==> src/rtl/cs_dma_pkg.sv <==
package cs_dma_pkg;
  typedef enum logic [2:0] {
    ST_IDLE,
    ST_WAIT,
    ST_REQ,
    ST_XFER,
    ST_SEND
  } dma_st_e;

  localparam logic [1:0] SEL_CTRL = 2'd0;
  localparam logic [1:0] SEL_DEV  = 2'd1;
  localparam logic [1:0] SEL_MEM  = 2'd2;
  localparam logic [1:0] SEL_CNT  = 2'd3;

  localparam int BIT_GO  = 0;
  localparam int BIT_ACK = 1;
  localparam int BIT_DIR = 2;
endpackage

==> src/rtl/cs_dma_regs.sv <==
module cs_dma_regs
  import cs_dma_pkg::*;
#(
  parameter int AW  = 16,
  parameter int CW  = 8,
  parameter int DVW = 4
) (
  input  logic           clk,
  input  logic           rst_n,
  input  logic           cfg_we,
  input  logic [1:0]     cfg_addr,
  input  logic [AW-1:0]  cfg_wdata,
  input  logic           busy,
  input  logic           done,
  output logic           start,
  output logic           go_dir,
  output logic [DVW-1:0] dev_cfg,
  output logic [AW-1:0]  mem_cfg,
  output logic [CW-1:0]  cnt_cfg,
  output logic           irq
);
  logic ctrl_wr;
  logic clr;

  assign ctrl_wr = cfg_we && (cfg_addr == SEL_CTRL);
  assign start   = ctrl_wr && cfg_wdata[BIT_GO] && !busy;
  assign clr     = ctrl_wr && cfg_wdata[BIT_ACK];
  assign go_dir  = cfg_wdata[BIT_DIR];

  always_ff @(posedge clk or negedge rst_n) begin
    if (!rst_n) begin
      dev_cfg <= '0;
      mem_cfg <= '0;
      cnt_cfg <= '0;
    end else if (cfg_we) begin
      case (cfg_addr)
        SEL_DEV: dev_cfg <= cfg_wdata[DVW-1:0];
        SEL_MEM: mem_cfg <= cfg_wdata;
        SEL_CNT: cnt_cfg <= cfg_wdata[CW-1:0];
        default: ;
      endcase
    end
  end

  // completion has precedence over a simultaneous clear
  always_ff @(posedge clk or negedge rst_n) begin
    if (!rst_n)      irq <= 1'b0;
    else if (done)   irq <= 1'b1;
    else if (clr)    irq <= 1'b0;
  end
endmodule

==> src/rtl/cs_dma_ptr.sv <==
module cs_dma_ptr #(
  parameter int AW  = 16,
  parameter int CW  = 8,
  parameter int DVW = 4
) (
  input  logic           clk,
  input  logic           rst_n,
  input  logic           load,
  input  logic           step,
  input  logic [AW-1:0]  mem_cfg,
  input  logic [CW-1:0]  cnt_cfg,
  input  logic [DVW-1:0] dev_cfg,
  output logic [AW-1:0]  addr_q,
  output logic [CW-1:0]  cnt_q,
  output logic [DVW-1:0] dev_q
);
  always_ff @(posedge clk or negedge rst_n) begin
    if (!rst_n) begin
      addr_q <= '0;
      cnt_q  <= '0;
      dev_q  <= '0;
    end else if (load) begin
      addr_q <= mem_cfg;
      cnt_q  <= cnt_cfg;
      dev_q  <= dev_cfg;
    end else if (step) begin
      addr_q <= addr_q + AW'(1);
      cnt_q  <= cnt_q - CW'(1);
    end
  end
endmodule

==> src/rtl/cs_dma_seq.sv <==
module cs_dma_seq
  import cs_dma_pkg::*;
#(
  parameter int DW = 8,
  parameter int CW = 8
) (
  input  logic          clk,
  input  logic          rst_n,
  input  logic          start,
  input  logic          go_dir,
  input  logic          cfg_zero,
  input  logic [CW-1:0] cnt,
  input  logic          rx_valid,
  input  logic [DW-1:0] rx_data,
  output logic          rx_ready,
  output logic          tx_valid,
  output logic [DW-1:0] tx_data,
  input  logic          tx_ready,
  input  logic          bus_gnt,
  input  logic [DW-1:0] bus_rdata,
  output logic          bus_req,
  output logic          bus_en,
  output logic          bus_we,
  output logic [DW-1:0] bus_wdata,
  output logic          load,
  output logic          step,
  output logic          done,
  output logic          busy
);
  dma_st_e       st_q, st_d;
  logic          dir_q;
  logic [DW-1:0] word_q;

  always_comb begin
    st_d     = st_q;
    rx_ready = 1'b0;
    tx_valid = 1'b0;
    bus_req  = 1'b0;
    bus_en   = 1'b0;
    load     = 1'b0;
    step     = 1'b0;
    done     = 1'b0;
    case (st_q)
      ST_IDLE: if (start) begin
        if (cfg_zero) done = 1'b1;
        else begin
          load = 1'b1;
          st_d = ST_WAIT;
        end
      end
      ST_WAIT: if (dir_q) begin
        if (tx_ready) st_d = ST_REQ;
      end else begin
        rx_ready = 1'b1;
        if (rx_valid) st_d = ST_REQ;
      end
      ST_REQ: begin
        bus_req = 1'b1;
        if (bus_gnt) st_d = ST_XFER;
      end
      ST_XFER: begin
        bus_req = 1'b1;
        bus_en  = 1'b1;
        step    = 1'b1;
        if (dir_q) st_d = ST_SEND;
        else if (cnt == CW'(1)) begin
          done = 1'b1;
          st_d = ST_IDLE;
        end else st_d = ST_WAIT;
      end
      ST_SEND: begin
        tx_valid = 1'b1;
        if (tx_ready) begin
          if (cnt == '0) begin
            done = 1'b1;
            st_d = ST_IDLE;
          end else st_d = ST_WAIT;
        end
      end
      default: st_d = ST_IDLE;
    endcase
  end

  assign bus_we    = bus_en && !dir_q;
  assign bus_wdata = word_q;
  assign tx_data   = word_q;
  assign busy      = (st_q != ST_IDLE);

  always_ff @(posedge clk or negedge rst_n) begin
    if (!rst_n) begin
      st_q   <= ST_IDLE;
      dir_q  <= 1'b0;
      word_q <= '0;
    end else begin
      st_q <= st_d;
      if (load) dir_q <= go_dir;
      if (st_q == ST_WAIT && !dir_q && rx_valid) word_q <= rx_data;
      else if (st_q == ST_XFER && dir_q)         word_q <= bus_rdata;
    end
  end
endmodule

==> src/rtl/cs_dma.sv <==
module cs_dma #(
  parameter int AW  = 16,
  parameter int DW  = 8,
  parameter int CW  = 8,
  parameter int DVW = 4
) (
  input  logic           clk,
  input  logic           rst_n,
  input  logic           cfg_we,
  input  logic [1:0]     cfg_addr,
  input  logic [AW-1:0]  cfg_wdata,
  output logic           busy,
  output logic           done_irq,
  output logic [DVW-1:0] dev_sel,
  output logic           bus_req,
  input  logic           bus_gnt,
  output logic           bus_en,
  output logic           bus_we,
  output logic [AW-1:0]  bus_addr,
  output logic [DW-1:0]  bus_wdata,
  input  logic [DW-1:0]  bus_rdata,
  input  logic           rx_valid,
  input  logic [DW-1:0]  rx_data,
  output logic           rx_ready,
  output logic           tx_valid,
  output logic [DW-1:0]  tx_data,
  input  logic           tx_ready
);
  logic           start, go_dir, load, step, done;
  logic [DVW-1:0] dev_cfg;
  logic [AW-1:0]  mem_cfg;
  logic [CW-1:0]  cnt_cfg, cnt_q;

  cs_dma_regs #(.AW(AW), .CW(CW), .DVW(DVW)) u_regs (
    .clk(clk), .rst_n(rst_n), .cfg_we(cfg_we), .cfg_addr(cfg_addr),
    .cfg_wdata(cfg_wdata), .busy(busy), .done(done), .start(start),
    .go_dir(go_dir), .dev_cfg(dev_cfg), .mem_cfg(mem_cfg),
    .cnt_cfg(cnt_cfg), .irq(done_irq)
  );

  cs_dma_ptr #(.AW(AW), .CW(CW), .DVW(DVW)) u_ptr (
    .clk(clk), .rst_n(rst_n), .load(load), .step(step),
    .mem_cfg(mem_cfg), .cnt_cfg(cnt_cfg), .dev_cfg(dev_cfg),
    .addr_q(bus_addr), .cnt_q(cnt_q), .dev_q(dev_sel)
  );

  cs_dma_seq #(.DW(DW), .CW(CW)) u_seq (
    .clk(clk), .rst_n(rst_n), .start(start), .go_dir(go_dir),
    .cfg_zero(cnt_cfg == '0), .cnt(cnt_q),
    .rx_valid(rx_valid), .rx_data(rx_data), .rx_ready(rx_ready),
    .tx_valid(tx_valid), .tx_data(tx_data), .tx_ready(tx_ready),
    .bus_gnt(bus_gnt), .bus_rdata(bus_rdata), .bus_req(bus_req),
    .bus_en(bus_en), .bus_we(bus_we), .bus_wdata(bus_wdata),
    .load(load), .step(step), .done(done), .busy(busy)
  );
endmodule

==> config.mk <==
export PLATFORM = sky130hd
export DESIGN_NAME = cs_dma
export DESIGN_NICKNAME = d
export VERILOG_FILES = /design/src/rtl/cs_dma_pkg.sv /design/src/rtl/cs_dma_regs.sv /design/src/rtl/cs_dma_ptr.sv /design/src/rtl/cs_dma_seq.sv /design/src/rtl/cs_dma.sv
export SDC_FILE = /design/constraint.sdc
export NUM_CORES = 1
export LEC_CHECK = 0
export BUFFER_PORTS_ARGS = -buffer_cell sky130_fd_sc_hd__buf_2
export CORE_ASPECT_RATIO = 1.25
export CORE_MARGIN = 3
export CORE_UTILIZATION = 35
export CTS_CLUSTER_SIZE = 14
export DETAILED_ROUTE_END_ITERATION = 6
export GPL_TIMING_DRIVEN = 0
export PLACE_DENSITY_LB_ADDON = 0.12
export SLEW_MARGIN = 20
export SYNTH_ARGS = -nofsm -noshare
export SYNTH_HDL_FRONTEND = slang
export SYNTH_SLANG_ARGS = --single-unit
==> constraint.sdc <==
create_clock -name clk -period 2.1 [get_ports clk]
set_clock_uncertainty 0.15 [all_clocks]
set_input_delay 0.105 -clock clk [delete_from_list [all_inputs] [get_ports clk]]
set_output_delay 0.105 -clock clk [all_outputs]
set_load 0.05 [all_outputs]
==> flow_summary.json, run 1 <==
{
  "multiInputGateArea_sq_mm": 0.00159,
  "hp-class": "in2reg",
  "drv_cap": 0,
  "regArea_sq_mm": 0.00173,
  "critPathLaunchType": "flip-flop",
  "dr.pass1.iters": 4,
  "synth_area_sq_mm": 0.00343,
  "grtUsageTotal_pct": 17.6,
  "gp_congestion": 0.833,
  "start_util_pct": 36.6,
  "cp_cell_sequence": "buf_2 > inv_1 > nand3_4 > inv_2 > buf_6 > buf_6 > buf_6",
  "path_clk_slew_ps": 60,
  "tightest_slew_ps": 643,
  "final_core_util_pct": 50.5,
  "numClockSinks": 69,
  "crit_type": "reg2out",
  "die_w_um": 94.6,
  "drive_gt1_share_pct": 35.8,
  "crit_path_end_kind": "primary output",
  "grt_pass1_vias": 3012,
  "fp.dieArea_sq_mm": 0.0110,
  "numCtsBuffers": 9,
  "cts_buffer_depth": 2,
  "insertedDiodeCount": 0,
  "max_stage_delay_ps": 350,
  "drtAntennaViolNets": 0,
  "path_depth": 7,
  "synthArstFlopShare_pct": 100,
  "root_buffer": "clkbuf_16",
  "synthCells": 323,
  "drc_errors": 0,
  "slowest_stage": "dfrtp_1",
  "worst_ir_drop_vdd_uv": 778,
  "min_period_ps": 2020,
  "cts_tree": "done",
  "yosys_warnings": 0,
  "ys_seq_area_share_pct": 50.3,
  "wl_um": 9090,
  "syn_avg_cell_area_sq_um": 10.6,
  "portBuffers": 82,
  "outcome": "finished, final reports clean",
  "grt_start_max_net_pins": 42,
  "instances_no_fill": 581,
  "detail_route.iter0.violations": 116,
  "area_growth_pct": 38.0,
  "ys_ff_latch": 69,
  "vias_per_cell": 5.20,
  "io_pins": 83,
  "routedWlPerCell_um": 15.6,
  "antenna_found_initial": 0,
  "path_delay_family": "buffers and inverters",
  "rows": 39,
  "cp_data_required_time_ps": 1850,
  "critPathArrivalTime_ps": 1760,
  "num-fill-cells": 895,
  "finalSetupViolations": 0,
  "synth_edf_count": 0,
  "ys_types": 52,
  "crit_fanout": 10,
  "cp.buffers_inverters": 6,
  "p_leak_nw": 2.21,
  "hold_ws_ps": 21.0,
  "gr-total-overflow": 0,
  "p_per_area_mw_per_mm2": 1470,
  "num_vias": 3020,
  "insertion_delay_ps": 330,
  "crit_top_cell": "buf_6",
  "rrSetupSlack_ps": 100,
  "htreeDepth": 3,
  "core_area_sq_mm": 0.00937,
  "max_freq_mhz": 496,
  "slew_violations": 0,
  "hold_depth": 4,
  "dp_cells": 529,
  "power.total_mw": 6.96,
  "hold_viol": 0,
  "dieHeight_um": 117,
  "worstRegToRegCells": 8,
  "finalCritPeriodShare_pct": 96.0,
  "dp_hpwl_um": 6280,
  "syn-num-nets": 366,
  "ys.flop_type": "dfrtp_1",
  "nNetsFinal": 499,
  "relSlewSlack_pct": 57.2,
  "grt_pass1_wl_um": 14800
}
-- worst paths after layout --
path / start / to
max in group asynchronous: rst_n / u_seq.st_q[1]
worst min-delay path: cfg_addr[1] / u_regs.irq
worst min register to register: u_regs.mem_cfg[14] / u_ptr.addr_q[14]
worst max-delay path: u_seq.st_q[2] / bus_en
min in group asynchronous: rst_n / u_regs.mem_cfg[11]
worst max register to register: u_seq.st_q[2] / u_ptr.addr_q[12]
-- what timing repair did --
action                     4_1_cts  5_1_grt
setup endpoints to repair       28       18
hold endpoints to repair       106        0
pin swaps                        1        3
resized for setup               17        4
hold buffers                    34        0
buffers inserted                 2        4
-- cell usage in the layout, fill, tap and decap left out, types with 9 or more instances in the layout --
cell type      netlist  final
a21oi_1              9      9
buf_2                9     83
buf_4                8     16
clkbuf_16            0      9
dfrtp_1             69     69
dlygate4sd3_1        0     34
mux2_2              30     30
nand2_1             41     41
nand3_1             12     12
nor2_1              18     17
o21ai_0             15     15
o21ai_1             12     12
-- registers in the layout, indices dropped and copies added (netlist names) --
register and flops:
u_seq.st_q 3, u_regs.dev_cfg 4, u_ptr.addr_q 16, u_ptr.cnt_q 8, u_ptr.dev_q 4, u_seq.bus_wdata 8, u_regs.mem_cfg 16, u_regs.cnt_cfg 8
u_regs.irq 1, u_seq.dir_q 1
-- worst register-to-register path, stage by stage, from the launching register on --
cell and delay [ps]:
dfrtp_1 350, buf_2 190, nor3_4 220, inv_2 90
a211oi_4 190, buf_6 150, or2_2 160, o21ai_1 80
a221o_1 300
-- power by group --
part | switching, mW | internal (mW) | total [mW]
sequential | 0.349 | 1.74 | 2.09
clock | 0.526 | 0.808 | 1.33
combinational | 2.37 | 1.16 | 3.53
total | 3.24 | 3.71 | 6.96
-- cells in the mapped netlist, types with 2 or more instances --
library cell  instances  area share [%]
mux2_2               30             9.8
nand2_1              41             4.5
nand3b_1              3            0.66
mux2i_1               5             1.5
a31oi_1               5            0.91
buf_2                 9             1.3
nor3_1                7             1.0
buf_4                 8             1.8
and2_1                3            0.55
nand4_1               2            0.36
inv_1                 6            0.66
o311ai_1              4             1.0
a221o_1               4             1.2
a22oi_1               3            0.66
ha_1                  3             1.1
nand3_1              12             1.8
nor4_2                3             1.1
o211ai_1              3            0.66
mux2_1                3            0.98
and3_1                4            0.73
o31ai_1               3            0.66
nor4_1                2            0.36
nor2_1               18             2.0
clkbuf_1              6            0.66
a32oi_1               8             2.0
dfrtp_1              69              50
o21ai_1              12             1.8
o21ai_0              15             2.2
a21oi_1               9             1.3
-- cells by family after synthesis --
group	after synthesis	share of synthesized area [%]
compound gates	74	15.0
xor+xnor	1	0.255
fa+ha+maj	3	1.09
buf+inv	30	4.49
flops	69	50.3
mux	38	12.3
simple gates	108	16.5
-- per-stage QoR --
step                      area (sq um)  setup WS (ps)  setup TNS, ps
after global routing              4730          -2.40          -2.87
after CTS                         4700           13.6              0
after floorplan                   3440           8.35              0
final                             4730           83.1              0
after detailed placement          4030           -192          -2400
after global placement            4010           -201          -2190
-- layout make-up --
class	instances	area share [%]
Sequential cell	69	36.5
Multi-Input combinational cell	224	33.6
Timing Repair Buffer	123	17.6
Clock buffer	11	5.13
Tap cell	123	3.25
Buffer	22	3.15
Inverter	7	0.555
Clock inverter	2	0.264
-- routing by layer --
layer	track usage (%)	up-vias	routed length, um
met4	7.41	0	140
li1	-	1462	-
met3	3.22	8	469
met5	0	-	0
met1	22.0	1457	4030
met2	29.8	93	4460
Note: power is estimated with default switching activity, not from simulation.
==> run 2, diff against run 1 <==
Settings changed: REMOVE_ABC_BUFFERS set to 1, SKIP_CTS_REPAIR_TIMING set to 1, SYNTH_HIERARCHICAL set to 1.
==> flow_summary.json, run 2 <==
{
  "synth_xor_area_share_pct": 5.48,
  "io_pins": 83,
  "antenna_found_initial": 0,
  "final_cell_mix": "buf_2 (81), dfrtp_1 (66), dlygate4sd3_1 (32), nand2_1 (31), buf_4 (27)",
  "gp_congestion": 0.739,
  "synth_mux_area_share_pct": 15.8,
  "path_clk_slew_ps": 60,
  "ys.flop_type": "dfrtp_1",
  "yosys_warnings": 6,
  "r2r-end": "u_ptr/dev_q[2]",
  "root_buffer": "clkbuf_16",
  "yosysTopAreaCellShare_pct": 49.1,
  "gr-total-overflow": 0,
  "start_util_pct": 36.2,
  "synth-adder-area-share_pct": 0.712,
  "grt_pass1_wl_um": 12400,
  "insertedDiodeCount": 0,
  "grt_pass1_vias": 2465,
  "drv_cap": 0,
  "hold_depth": 3,
  "placed_area_sq_mm": 0.00398,
  "yosysTopAreaCell": "dfrtp_1",
  "fin_ws_ps": -84.0,
  "portBuffers": 82,
  "hold_start": "bus_rdata[0]",
  "synth.area.top_cells": "dfrtp_1 (49%), mux2_2 (8.7%), mux2_4 (4.3%)",
  "core_area_sq_mm": 0.00971,
  "synth_edf_count": 0,
  "yosysMostFrequentCell": "dfrtp_1",
  "largestRegisters": "u_ptr/addr_q (16), u_regs/mem_cfg (16)",
  "ys_types": 50,
  "critPathLaunchType": "flip-flop",
  "syn_avg_cell_area_sq_um": 11.6,
  "numClockSinks": 69,
  "synth_common_cells": "dfrtp_1 (69), nand2_1 (32), mux2_2 (27)",
  "crit_type": "reg2reg",
  "htreeDepth": 3,
  "area_growth_pct": 40.5,
  "rsz0062_at_grt": "yes",
  "fp.dieArea_sq_mm": 0.0113,
  "insertion_delay_ps": 320,
  "drive_gt1_share_pct": 44.8,
  "drc_errors": 0,
  "vias_per_cell": 4.91,
  "cp_cell_sequence": "nor3_4 > inv_1 > nand4bb_1 > nor2_2 > nand2_2 > nor2_4 > clkbuf_16 > mux2_4",
  "synth_top_family_by_area": "simple AND/OR/NAND/NOR gates",
  "timing.rr.start": "u_seq/st_q[1]",
  "dieHeight_um": 118,
  "hp-class": "in2reg",
  "p_per_area_mw_per_mm2": 1460,
  "worstHoldEndpoint": "u_seq/bus_wdata[0]",
  "min_period_ps": 2180,
  "synth_compound_area_share_pct": 6.94,
  "ys_seq_area_share_pct": 49.1,
  "synth-simple-area-share_pct": 16.7,
  "final_common_cell": "buf_2",
  "dp_hpwl_um": 5350,
  "worst_ir_drop_vdd_uv": 1170,
  "relSlewSlack_pct": 65.5,
  "critPathArrivalTime_ps": 2230,
  "rrSetupSlack_ps": -80,
  "grt_start_max_net_pins": 37,
  "cts_buffer_depth": 2,
  "hold_ws_ps": -53.4,
  "num-fill-cells": 897,
  "cts_tree": "done",
  "detail_route.iter0.violations": 91,
  "synthArstFlopShare_pct": 100,
  "synth_area_sq_mm": 0.00351,
  "ys_ff_latch": 69,
  "drtAntennaViolNets": 0,
  "dp_cells": 491,
  "finalCritPeriodShare_pct": 104,
  "nNetsFinal": 482,
  "cp.buffers_inverters": 2,
  "num_vias": 2788,
  "tightest_slew_ps": 514,
  "path_delay_family": "simple AND/OR/NAND/NOR gates",
  "p_leak_nw": 2.25,
  "violations": "negative hold slack, negative setup slack",
  "max_stage_delay_ps": 470,
  "finalSetupViolations": 10,
  "crit_fanout": 7,
  "synthCells": 303,
  "wl_um": 8590,
  "crit_path_end_kind": "flip-flop",
  "max_freq_mhz": 458,
  "worstRegToRegCells": 8,
  "rows": 40,
  "grtUsageTotal_pct": 13.9,
  "fin_area_sq_mm": 0.00494,
  "slowest_stage": "dfrtp_2",
  "instances_no_fill": 568,
  "final_core_util_pct": 50.9,
  "numCtsBuffers": 9,
  "slew_violations": 0,
  "dr.pass1.iters": 4,
  "routedWlPerCell_um": 15.1,
  "cp_data_required_time_ps": 2150,
  "die_w_um": 95.6,
  "outcome": "finished, violations left",
  "hold_viol": 1
}
run 2: per-stage QoR:
stage,TNS (ps),total power [mW],setup slack [ps]
floorplan,-42550,4.62,-1540
global placement,-69750,5.35,-2430
detailed placement,-12890,5.39,-646
CTS,-13920,6.90,-674
global route,-3050,7.61,-201
finish,-707,7.21,-84.0
run 2: how the worst max path moves through the flow:
stage / from / to / slack [ps] / cells after the start
final: u_seq/st_q[1] / u_ptr/dev_q[2] / -80 / 8
after floorplan: u_seq/st_q[1] / u_ptr/addr_q[11] / -1540 / 7
after global placement: u_seq/st_q[1] / u_ptr/cnt_q[2] / -2430 / 7
after detailed placement: u_seq/st_q[1] / u_ptr/addr_q[15] / -650 / 5
after global routing: u_seq/st_q[0] / u_ptr/dev_q[2] / -200 / 8
after CTS: u_seq/st_q[1] / u_ptr/addr_q[15] / -670 / 5
run 2: tightest hold or removal path, delay by kind of cell:
kind | cells | cell delay [ps]
mux | 1 | 50
compound gates | 1 | 130
buf+inv | 1 | 70
run 2: cell type report:
type	count	area (sq um)	area share, %
inverters	5	18.8	0.380
clock buffers	11	253	5.12
well taps	126	158	3.19
flip-flops and latches	69	1730	35.0
repair buffers	147	1040	21.0
multi-input cells	208	1710	34.5
clock inverters	2	35.0	0.709
run 2: logic make-up after synthesis:
logic type               count (synthesis)
buffers and inverters                   27
AND/OR/NAND/NOR                         96
multiplexers                            47
XOR/XNOR                                22
adder cells (fa/ha/maj)                  2
AO/OA/AOI/OAI                           40
flip-flops                              69
run 2: report_power, final:
part	total [mW]	leakage [nW]	switching (mW)	internal, mW
logic	3.38	1.30	2.20	1.18
clock network	1.48	0.143	0.523	0.961
registers	2.35	0.808	0.536	1.81
run 2: layer usage:
layer	up-vias	track usage [%]	part of all wire [%]
met2	88	20.7	48
met3	6	3.84	6.6
met1	1356	19.2	45
met5	-	0	0
met4	0	5.07	0.91
li1	1338	-	-
==> run 3, diff against run 2 <==
Settings changed: TNS_END_PERCENT set to 5.
==> flow_summary.json, run 3 (same netlist as run 2, synthesis figures left out) <==
{
  "drv_cap": 0,
  "cts_tree": "done",
  "tightest_slew_ps": 563,
  "dr.pass1.iters": 4,
  "final_cell_mix": "buf_2 (81), dfrtp_1 (66), dlygate4sd3_1 (32), nand2_1 (31), buf_4 (25)",
  "vias_per_cell": 4.90,
  "rows": 40,
  "p_leak_nw": 2.22,
  "io_pins": 83,
  "startpoint": "u_seq/st_q[1]",
  "crit_path_end_kind": "flip-flop",
  "htreeDepth": 3,
  "hold_start": "bus_rdata[0]",
  "finalSetupViolations": 21,
  "detail_route.iter0.violations": 109,
  "portBuffers": 82,
  "gp_congestion": 0.739,
  "worst_ir_drop_vdd_uv": 1170,
  "core_area_sq_mm": 0.00971,
  "gr-total-overflow": 0,
  "fp.dieArea_sq_mm": 0.0113,
  "start_util_pct": 36.2,
  "grt_pass1_wl_um": 12400,
  "slew_violations": 0,
  "numCtsBuffers": 9,
  "antenna_found_initial": 0,
  "wl_um": 8490,
  "die_w_um": 95.6,
  "dieHeight_um": 118,
  "hold_ws_ps": -52.9,
  "p_per_area_mw_per_mm2": 1480,
  "hold_viol": 1,
  "relSlewSlack_pct": 62.4,
  "num_vias": 2762,
  "drc_errors": 0,
  "routedWlPerCell_um": 15.1,
  "crit_type": "reg2reg",
  "area_growth_pct": 38.4,
  "insertedDiodeCount": 0,
  "drtAntennaViolNets": 0,
  "num-fill-cells": 903,
  "max_freq_mhz": 458,
  "placed_area_sq_mm": 0.00398,
  "path_clk_slew_ps": 60,
  "drive_gt1_share_pct": 43.8,
  "grt_pass1_vias": 2465,
  "timing.rr.start": "u_seq/st_q[1]",
  "cts_buffer_depth": 2,
  "nNetsFinal": 478,
  "root_buffer": "clkbuf_16",
  "dp_slack_ps": -646,
  "rsz0062_at_grt": "yes",
  "largestRegisters": "u_ptr/addr_q (16), u_regs/mem_cfg (16)",
  "crit_fanout": 7,
  "fin_ws_ps": -85.6,
  "insertion_delay_ps": 320,
  "grt_start_max_net_pins": 37,
  "final_common_cell": "buf_2",
  "min_period_ps": 2190,
  "grtUsageTotal_pct": 13.9,
  "finalSetupTns_ps": -983,
  "outcome": "finished, violations left",
  "hp-class": "in2reg",
  "dp_hpwl_um": 5350,
  "violations": "negative hold slack, negative setup slack",
  "critPathArrivalTime_ps": 2230,
  "finalCritPeriodShare_pct": 104,
  "cp_data_required_time_ps": 2150,
  "critPathLaunchType": "flip-flop",
  "fin_area_sq_mm": 0.00487,
  "numClockSinks": 69
}
==> run 3: worst max-delay path: stages, from the launching register on <==
cell,delay [ps]
dfrtp_2,470
nor3_4,220
inv_1,80
nand4bb_1,190
nor2_2,160
nand2_2,110
nor2_4,190
clkbuf_16,190
mux2_4,300
==> run 3: power breakdown <==
group	internal (mW)	total, mW	switching, mW	leakage (nW)
combinational	1.17	3.35	2.18	1.27
clock	0.961	1.48	0.523	0.143
sequential	1.81	2.35	0.534	0.808
total	3.95	7.18	3.24	2.22
==> run 3: per-stage QoR <==
step                      power, mW  cells  utilization, %
after global routing           7.58    564            50.1
after detailed placement       5.39    491            41.0
after global placement         5.35    489            40.4
final                          7.18    564            50.1
after CTS                      6.90    504            43.9
after floorplan                4.62    281               -
==> run 3: layout make-up <==
type | count | area (sq um) | share of cell area (%)
clock buffer | 11 | 253 | 5.19
multi-input combinational | 208 | 1680 | 34.5
timing repair buffer | 143 | 992 | 20.4
clock inverter | 2 | 35.0 | 0.720
inverter | 5 | 18.8 | 0.386
tap | 126 | 158 | 3.24
sequential | 69 | 1730 | 35.6
==> run 3: final timing paths <==
check / cells after the start / slack (ps) / endpoint
min: 3 / -50 / u_seq/bus_wdata[0]
max: 8 / -90 / u_ptr/dev_q[2]
max reg2reg: 8 / -90 / u_ptr/dev_q[2]
min reg2reg: 1 / 320 / u_regs/irq
max in group asynchronous: 3 / 1090 / u_regs/mem_cfg[11]
min in group asynchronous: 2 / 150 / u_ptr/cnt_q[7]
==> run 3: layer usage <==
metal	share of wire [%]	vias up	global-route usage, %
li1	-	1329	-
met1	46	1337	19.2
met2	47	88	20.7
met3	6.3	8	3.84
met4	1.2	0	5.07
met5	0	-	0
